**src/rtl/ulr_pkg.sv**
```systemverilog
// Shared constants for the unaligned load-right merge unit.
// Assumes a 64-bit datapath made of two 32-bit words, a 32-bit instruction word
// and a 5-bit register index.
package ulr_pkg;
    localparam int XLEN    = 64;
    localparam int HALF    = XLEN / 2;
    localparam int LANES   = HALF / 8;
    localparam int BIDX_W  = $clog2(LANES);
    localparam int DW_LSB  = $clog2(XLEN / 8);
    localparam int OFF_W   = 16;
    localparam int REG_W   = 5;
    localparam int INSN_W  = 32;
    localparam int OPC_W   = 6;
    localparam int OPC_LSB = INSN_W - OPC_W;
    localparam int RT_LSB  = OFF_W;
    localparam logic [OPC_W-1:0] OP_LOADR = 6'b100110;

    // State carried from the issue cycle into the data cycle
    typedef struct packed {
        logic [REG_W-1:0]  rt;
        logic [XLEN-1:0]   rt_val;
        logic [BIDX_W-1:0] bsel;
        logic              wsel;
    } ulr_stage_t;
endpackage

```
**src/rtl/ulr_addr_gen.sv**
```systemverilog
// Effective address and byte/word selector generation.
// Purely combinational. Translation is identity, so the request address is
// the effective address, aligned to a doubleword, with its low bits rewritten
// according to the memory byte-order configuration.
module ulr_addr_gen
    import ulr_pkg::*;
(
    input  logic [XLEN-1:0]   base_val,
    input  logic [OFF_W-1:0]  offset,
    input  logic              big_cpu,
    input  logic              big_mem,
    input  logic              rev_endian,
    output logic [XLEN-1:0]   req_addr,
    output logic [BIDX_W-1:0] byte_idx,
    output logic              word_idx
);
    logic [XLEN-1:0] eff;

    // Sum base and sign-extended offset, then derive the address and selectors
    always_comb begin
        eff      = base_val + {{(XLEN-OFF_W){offset[OFF_W-1]}}, offset};
        req_addr = {eff[XLEN-1:DW_LSB],
                    big_mem ? (eff[DW_LSB-1:0] ^ {DW_LSB{rev_endian}}) : {DW_LSB{1'b0}}};
        byte_idx = eff[BIDX_W-1:0] ^ {BIDX_W{big_cpu}};
        word_idx = eff[BIDX_W] ^ big_cpu;
    end
endmodule

```
**src/rtl/ulr_byte_merge.sv**
```systemverilog
// Right-hand byte merge.
// Picks one word of the returned doubleword and shifts it down by the byte
// index. It fills the low lanes of the destination with that word and keeps
// the lanes above them. The upper half is the sign of a full load; for a
// partial load it follows the SEXT_PARTIAL option.
module ulr_byte_merge
    import ulr_pkg::*;
#(
    parameter bit SEXT_PARTIAL = 1'b0
) (
    input  logic [XLEN-1:0]   rt_val,
    input  logic [XLEN-1:0]   mem_dw,
    input  logic [BIDX_W-1:0] byte_idx,
    input  logic              word_idx,
    output logic [XLEN-1:0]   merged
);
    logic [HALF-1:0] src_word;
    logic [HALF-1:0] shifted;
    logic [HALF-1:0] low_word;
    logic [HALF-1:0] partial_hi;
    logic [HALF-1:0] upper;

    // Select the addressed word and align its first wanted byte to lane 0
    always_comb begin
        src_word = word_idx ? mem_dw[XLEN-1:HALF] : mem_dw[HALF-1:0];
        shifted  = src_word >> {byte_idx, 3'b000};
    end

    // One lane per byte: memory while the lane lies below the loaded span's top
    for (genvar g = 0; g < LANES; g++) begin : g_lane
        assign low_word[8*g +: 8] = ((g + int'(byte_idx)) < LANES) ? shifted[8*g +: 8]
                                                                   : rt_val[8*g +: 8];
    end

    // Upper half on a partial load, chosen at build time
    if (SEXT_PARTIAL) begin : g_part_sext
        assign partial_hi = {HALF{rt_val[HALF-1]}};
    end else begin : g_part_keep
        assign partial_hi = rt_val[XLEN-1:HALF];
    end

    // A full load (byte index zero) owns bit 31 and extends it upward
    always_comb begin
        upper  = (byte_idx == '0) ? {HALF{low_word[HALF-1]}} : partial_hi;
        merged = {upper, low_word};
    end
endmodule

```
**src/rtl/unaligned_loadr_unit.sv**
```systemverilog
// Unaligned load-right merge unit, top level.
// Issue cycle: decode the opcode, drive the read request, choose the freshest
// destination value and capture it. Data cycle: merge the returned doubleword.
// Writeback cycle: registered result or error flag.
// Assumes memory answers exactly one cycle after each request and that the
// register file is written at the end of a wb_valid cycle.
module unaligned_loadr_unit
    import ulr_pkg::*;
#(
    parameter bit PARTIAL_UPPER_SEXT = 1'b0
) (
    input  logic              clk,
    input  logic              rst_n,
    input  logic              issue_valid,
    input  logic [INSN_W-1:0] issue_instr,
    input  logic [XLEN-1:0]   issue_base,
    input  logic [XLEN-1:0]   issue_rt_val,
    input  logic              cfg_big_cpu,
    input  logic              cfg_big_mem,
    input  logic              cfg_rev_endian,
    output logic              mem_req,
    output logic [XLEN-1:0]   mem_addr,
    input  logic [XLEN-1:0]   mem_rdata,
    input  logic              mem_berr,
    output logic              wb_valid,
    output logic              wb_err,
    output logic [REG_W-1:0]  wb_reg,
    output logic [XLEN-1:0]   wb_data
);
    logic              hit;
    logic [REG_W-1:0]  issue_rt;
    logic [BIDX_W-1:0] new_bsel;
    logic              new_wsel;
    logic [XLEN-1:0]   rt_fwd;
    logic [XLEN-1:0]   merged;
    logic              s1_valid;
    logic              s1_good;
    ulr_stage_t        s1_q;

    ulr_addr_gen u_addr (
        .base_val  (issue_base),
        .offset    (issue_instr[OFF_W-1:0]),
        .big_cpu   (cfg_big_cpu),
        .big_mem   (cfg_big_mem),
        .rev_endian(cfg_rev_endian),
        .req_addr  (mem_addr),
        .byte_idx  (new_bsel),
        .word_idx  (new_wsel)
    );

    ulr_byte_merge #(.SEXT_PARTIAL(PARTIAL_UPPER_SEXT)) u_merge (
        .rt_val  (s1_q.rt_val),
        .mem_dw  (mem_rdata),
        .byte_idx(s1_q.bsel),
        .word_idx(s1_q.wsel),
        .merged  (merged)
    );

    // Decode: only the load-right opcode launches a request
    always_comb begin
        issue_rt = issue_instr[RT_LSB +: REG_W];
        hit      = issue_valid && (issue_instr[OPC_LSB +: OPC_W] == OP_LOADR);
        mem_req  = hit;
        s1_good  = s1_valid && !mem_berr;
    end

    // Forward the newest pending value: data-cycle result beats the held writeback
    always_comb begin
        rt_fwd = issue_rt_val;
        if (wb_valid && (wb_reg == issue_rt)) rt_fwd = wb_data;
        if (s1_good && (s1_q.rt == issue_rt)) rt_fwd = merged;
    end

    // Issue-to-data stage register
    always_ff @(posedge clk) begin
        if (!rst_n) begin
            s1_valid <= 1'b0;
            s1_q     <= '0;
        end else begin
            s1_valid <= hit;
            if (hit) s1_q <= '{rt: issue_rt, rt_val: rt_fwd, bsel: new_bsel, wsel: new_wsel};
        end
    end

    // Writeback register, also the source of the one-gap forward
    always_ff @(posedge clk) begin
        if (!rst_n) begin
            wb_valid <= 1'b0;
            wb_err   <= 1'b0;
            wb_reg   <= '0;
            wb_data  <= '0;
        end else begin
            wb_valid <= s1_good;
            wb_err   <= s1_valid && mem_berr;
            if (s1_good) begin
                wb_reg  <= s1_q.rt;
                wb_data <= merged;
            end
        end
    end

    // Writeback arrives exactly two cycles after its request
    AST_WB_AFTER_REQ: assert property (@(posedge clk) disable iff (!rst_n)
        wb_valid |-> $past(mem_req, 2));

    // An error flag needs a waiting operation and a bus error in the data cycle
    AST_ERR_FROM_BERR: assert property (@(posedge clk) disable iff (!rst_n)
        wb_err |-> ($past(mem_berr) && $past(s1_valid)));

    // Error and writeback never coincide
    AST_ERR_EXCLUSIVE: assert property (@(posedge clk) disable iff (!rst_n)
        !(wb_valid && wb_err));

    // A full four-byte load sign-extends its new bit 31
    AST_FULL_SEXT: assert property (@(posedge clk) disable iff (!rst_n)
        (wb_valid && $past(s1_valid && (s1_q.bsel == '0)))
            |-> (wb_data[XLEN-1:HALF] == {HALF{wb_data[HALF-1]}}));

    // A partial load keeps or replicates the old upper half as configured
    AST_PARTIAL_UPPER: assert property (@(posedge clk) disable iff (!rst_n)
        (wb_valid && $past(s1_valid && (s1_q.bsel != '0)))
            |-> (wb_data[XLEN-1:HALF] == (PARTIAL_UPPER_SEXT ? {HALF{$past(s1_q.rt_val[HALF-1])}}
                                                              : $past(s1_q.rt_val[XLEN-1:HALF]))));
endmodule

```
**config.mk**
```make
export PLATFORM = sky130hd
export DESIGN_NAME = unaligned_loadr_unit
export DESIGN_NICKNAME = d
export VERILOG_FILES = /design/src/rtl/ulr_pkg.sv /design/src/rtl/ulr_addr_gen.sv /design/src/rtl/ulr_byte_merge.sv /design/src/rtl/unaligned_loadr_unit.sv
export SDC_FILE = /design/constraint.sdc
export NUM_CORES = 1
export LEC_CHECK = 0
export BUFFER_PORTS_ARGS = -buffer_cell sky130_fd_sc_hd__buf_4
export CORE_AREA = 2 2 197 141
export DETAILED_ROUTE_END_ITERATION = 7
export DIE_AREA = 0 0 199 143
export PLACE_DENSITY = 0.66
export REMOVE_ABC_BUFFERS = 1
export SYNTH_ARGS = -nofsm -noshare
export SYNTH_HDL_FRONTEND = slang
export SYNTH_SLANG_ARGS = --single-unit
```
**constraint.sdc**
```tcl
create_clock -name clk -period 11.5 [get_ports clk]
set_input_delay 2.875 -clock clk [delete_from_list [all_inputs] [get_ports clk]]
set_output_delay 2.875 -clock clk [all_outputs]
set_load 0.02 [all_outputs]
```
==> results.json <==
{
  "finalPower_uw": 1540,
  "synth_cell_type_count": 76,
  "period_minus_slack_ps": 9230,
  "finalCritPeriodShare_pct": 80.3,
  "io_pins": 367,
  "grt_pass1_vias": 11200,
  "antenna_found_initial": 0,
  "ys.flop_type": "dfxtp_1",
  "hold_violations": 0,
  "die_y_um": 143,
  "grt_usage_pct": 26.7,
  "drt_iter0_drc": 889,
  "tns_ps": 0,
  "final_antenna_net_count": 0,
  "clock.fmax_mhz": 108,
  "fin_cells": 2150,
  "rows": 50,
  "ys_warn_count": 0,
  "nNetsFinal": 2068,
  "slew_headroom_pct": 26.6,
  "synth_area_leaders": "dfxtp_1 (24%), nand2_1 (9.9%), ha_1 (7.0%)",
  "grt_max_degree": 84,
  "hold_class": "reg2reg",
  "fp.dieW_um": 199,
  "end_kind": "primary output",
  "cts.sinks": 136,
  "critPathMaxFanout": 49,
  "synth_seq_cells": 136,
  "regArea_sq_um": 2720,
  "wl_per_cell_um": 18.3,
  "synth.most_common_cell": "nand2_1",
  "finalSetupViolCount": 0,
  "synth.top_cell.area_share_pct": 24.2,
  "start_kind": "input port",
  "n_fill_cell": 2526,
  "postLayoutCoreUtil_pct": 55.3,
  "h-tree-depth": 4,
  "syn_inst": 1504,
  "port_buffers": 353,
  "drc": 0,
  "cts_resized": 0,
  "area_delta_synth_final_pct": 30.0,
  "synth-edff-count": 0,
  "whs_ps": 483,
  "start_util_pct": 42.6,
  "critPathKind": "in2out",
  "dieArea_sq_um": 28500,
  "syn_area_per_cell_sq_um": 7.49,
  "drt_pass1_iterations": 8,
  "rsz0062_at_grt": "no",
  "gp_congestion": 0.916,
  "overflow": 0,
  "core_area_sq_um": 26500,
  "routed_via_density": 5.70,
  "syn_area_sq_um": 11300,
  "clock-skew-final_ps": 11.7,
  "multi_input_area_sq_um": 8080,
  "worstPathRequired_ps": 8630,
  "clkTransAtPathRegs_ps": 60,
  "yosysSeqAreaShare_pct": 24.2,
  "placed_cells": 2118,
  "clockBufferDepth": 2,
  "post_cts_buffers": 0,
  "power.density_nw_per_um2": 105,
  "clock-root-buffer": "clkbuf_16",
  "p_leak_uw": 0.00638,
  "drt-total-wl_mm": 39.4,
  "synth-async-reset-ratio_pct": 0,
  "antenna_cells": 0,
  "final_max_slew_viol_count": 0,
  "peakVddDrop_v": 0.000108,
  "status": "finished clean",
  "maxCapViolations": 0,
  "grt_pass1_wl_mm": 60.1,
  "numCtsBuffers": 17,
  "ctsHoldBuffers": 0,
  "cts_tree": "yes",
  "yosysTopAreaCell": "dfxtp_1",
  "clk-insertion-delay-late_ps": 420,
  "num_vias": 12300,
  "worst_pin_slew_ps": 1100,
  "yosys-top-cells-count": "nand2_1 (297), dfxtp_1 (136), a21oi_1 (131)",
  "worstPathArrival_ps": 6360,
  "dpl.hpwl_mm": 28.9,
  "post_route_cells_drive_above_1_share_pct": 26.1
}
==> power by group <==
part	switching, uW	total [uW]	internal (uW)	leakage (uW)
combinational	303	536	233	0.00501
sequential	0.953	473	472	0.00110
clock	243	532	288	0.000274
total	547	1540	994	0.00638
==> layer usage <==
metal / wire length (um) / part of all wire [%] / vias up / global-route usage (%)
met5: 0 / 0 / - / 0
met4: 559 / 1.4 / 0 / 6.13
met3: 2930 / 7.4 / 44 / 4.56
met2: 17000 / 43 / 460 / 40.7
met1: 18900 / 48 / 5732 / 39.0
li1: - / - / 6018 / -
==> area by class of cell <==
| type | instances | share of cell area (%) |
|---|---|---|
| multi-input cells | 1236 | 55.2 |
| repair buffers | 368 | 18.9 |
| flip-flops and latches | 136 | 18.6 |
| well taps | 364 | 3.11 |
| clock buffers | 17 | 2.90 |
| clock inverters | 15 | 1.01 |
| inverters | 14 | 0.359 |
==> worst max-delay path: stages <==
cell      delay [ps]
buf_4            470
ha_1             400
a21o_1           250
a21oi_1          180
nor3b_1          330
a21boi_1         250
nor3_2            70
a31oi_1          360
o41a_1           440
nor2_1            90
a211oi_1         380
buf_4            230
==> cell families (layout without fill, tap and decap cells) <==
group / Yosys count / after routing / share of synthesized area, %
XOR/XNOR: 69 / 69 / 5.36
flip-flops: 136 / 136 / 24.2
buffers and inverters: 132 / 414 / 4.49
AND/OR/NAND/NOR: 542 / 542 / 21.9
multiplexers: 67 / 67 / 6.94
AO/OA/AOI/OAI: 494 / 494 / 30.0
adder cells (fa/ha/maj): 64 / 64 / 7.17
==> per-stage QoR <==
| stage | setup slack, ps | area [sq um] |
|---|---|---|
| after detailed placement | 2390 | 14100 |
| final | 2270 | 14600 |
| after global routing | 1950 | 14600 |
| after floorplan | 1190 | 10800 |
| after global placement | 2360 | 14100 |
| after CTS | 2350 | 14600 |
==> worst paths after layout <==
check	slack [ps]	to	from	cells past startpoint
max	2270	mem_addr[55]	issue_instr[15]	12
max reg2reg	8310	s1_q[40]$_SDFFE_PN0P_	s1_valid$_SDFF_PN0_	7
min reg2reg	480	wb_data[24]$_SDFFE_PN0P_	wb_data[24]$_SDFFE_PN0P_	2
min	480	wb_data[24]$_SDFFE_PN0P_	wb_data[24]$_SDFFE_PN0P_	2
==> layout by cell type, fill, tap and decap left out, types with 7 or more instances in the layout <==
| cell | synthesis | final |
|---|---|---|
| o221a_2 | 24 | 24 |
| a21boi_0 | 53 | 53 |
| dfxtp_1 | 136 | 135 |
| inv_1 | 13 | 13 |
| a21oi_1 | 131 | 131 |
| o21ai_0 | 74 | 74 |
| a211oi_1 | 12 | 12 |
| o221ai_1 | 10 | 10 |
| ha_1 | 63 | 63 |
| o21a_1 | 12 | 12 |
| clkbuf_16 | 0 | 17 |
| nor2b_1 | 38 | 37 |
| o31ai_1 | 7 | 7 |
| nand2b_1 | 11 | 11 |
| nand2_1 | 297 | 297 |
| o211a_1 | 21 | 21 |
| nor4_1 | 9 | 9 |
| xnor2_1 | 40 | 40 |
| and2_1 | 15 | 15 |
| nand3_1 | 24 | 22 |
| o211ai_1 | 49 | 49 |
| nand4_1 | 20 | 20 |
| nor2_1 | 74 | 72 |
| xor2_1 | 29 | 29 |
| nor3_1 | 16 | 16 |
| a31oi_1 | 28 | 28 |
| a21o_1 | 25 | 25 |
| mux2_2 | 9 | 9 |
| mux2i_1 | 50 | 50 |
| o21bai_1 | 10 | 10 |
| mux4_2 | 8 | 8 |
| buf_4 | 0 | 368 |
Power figures use the tool's default switching activity.
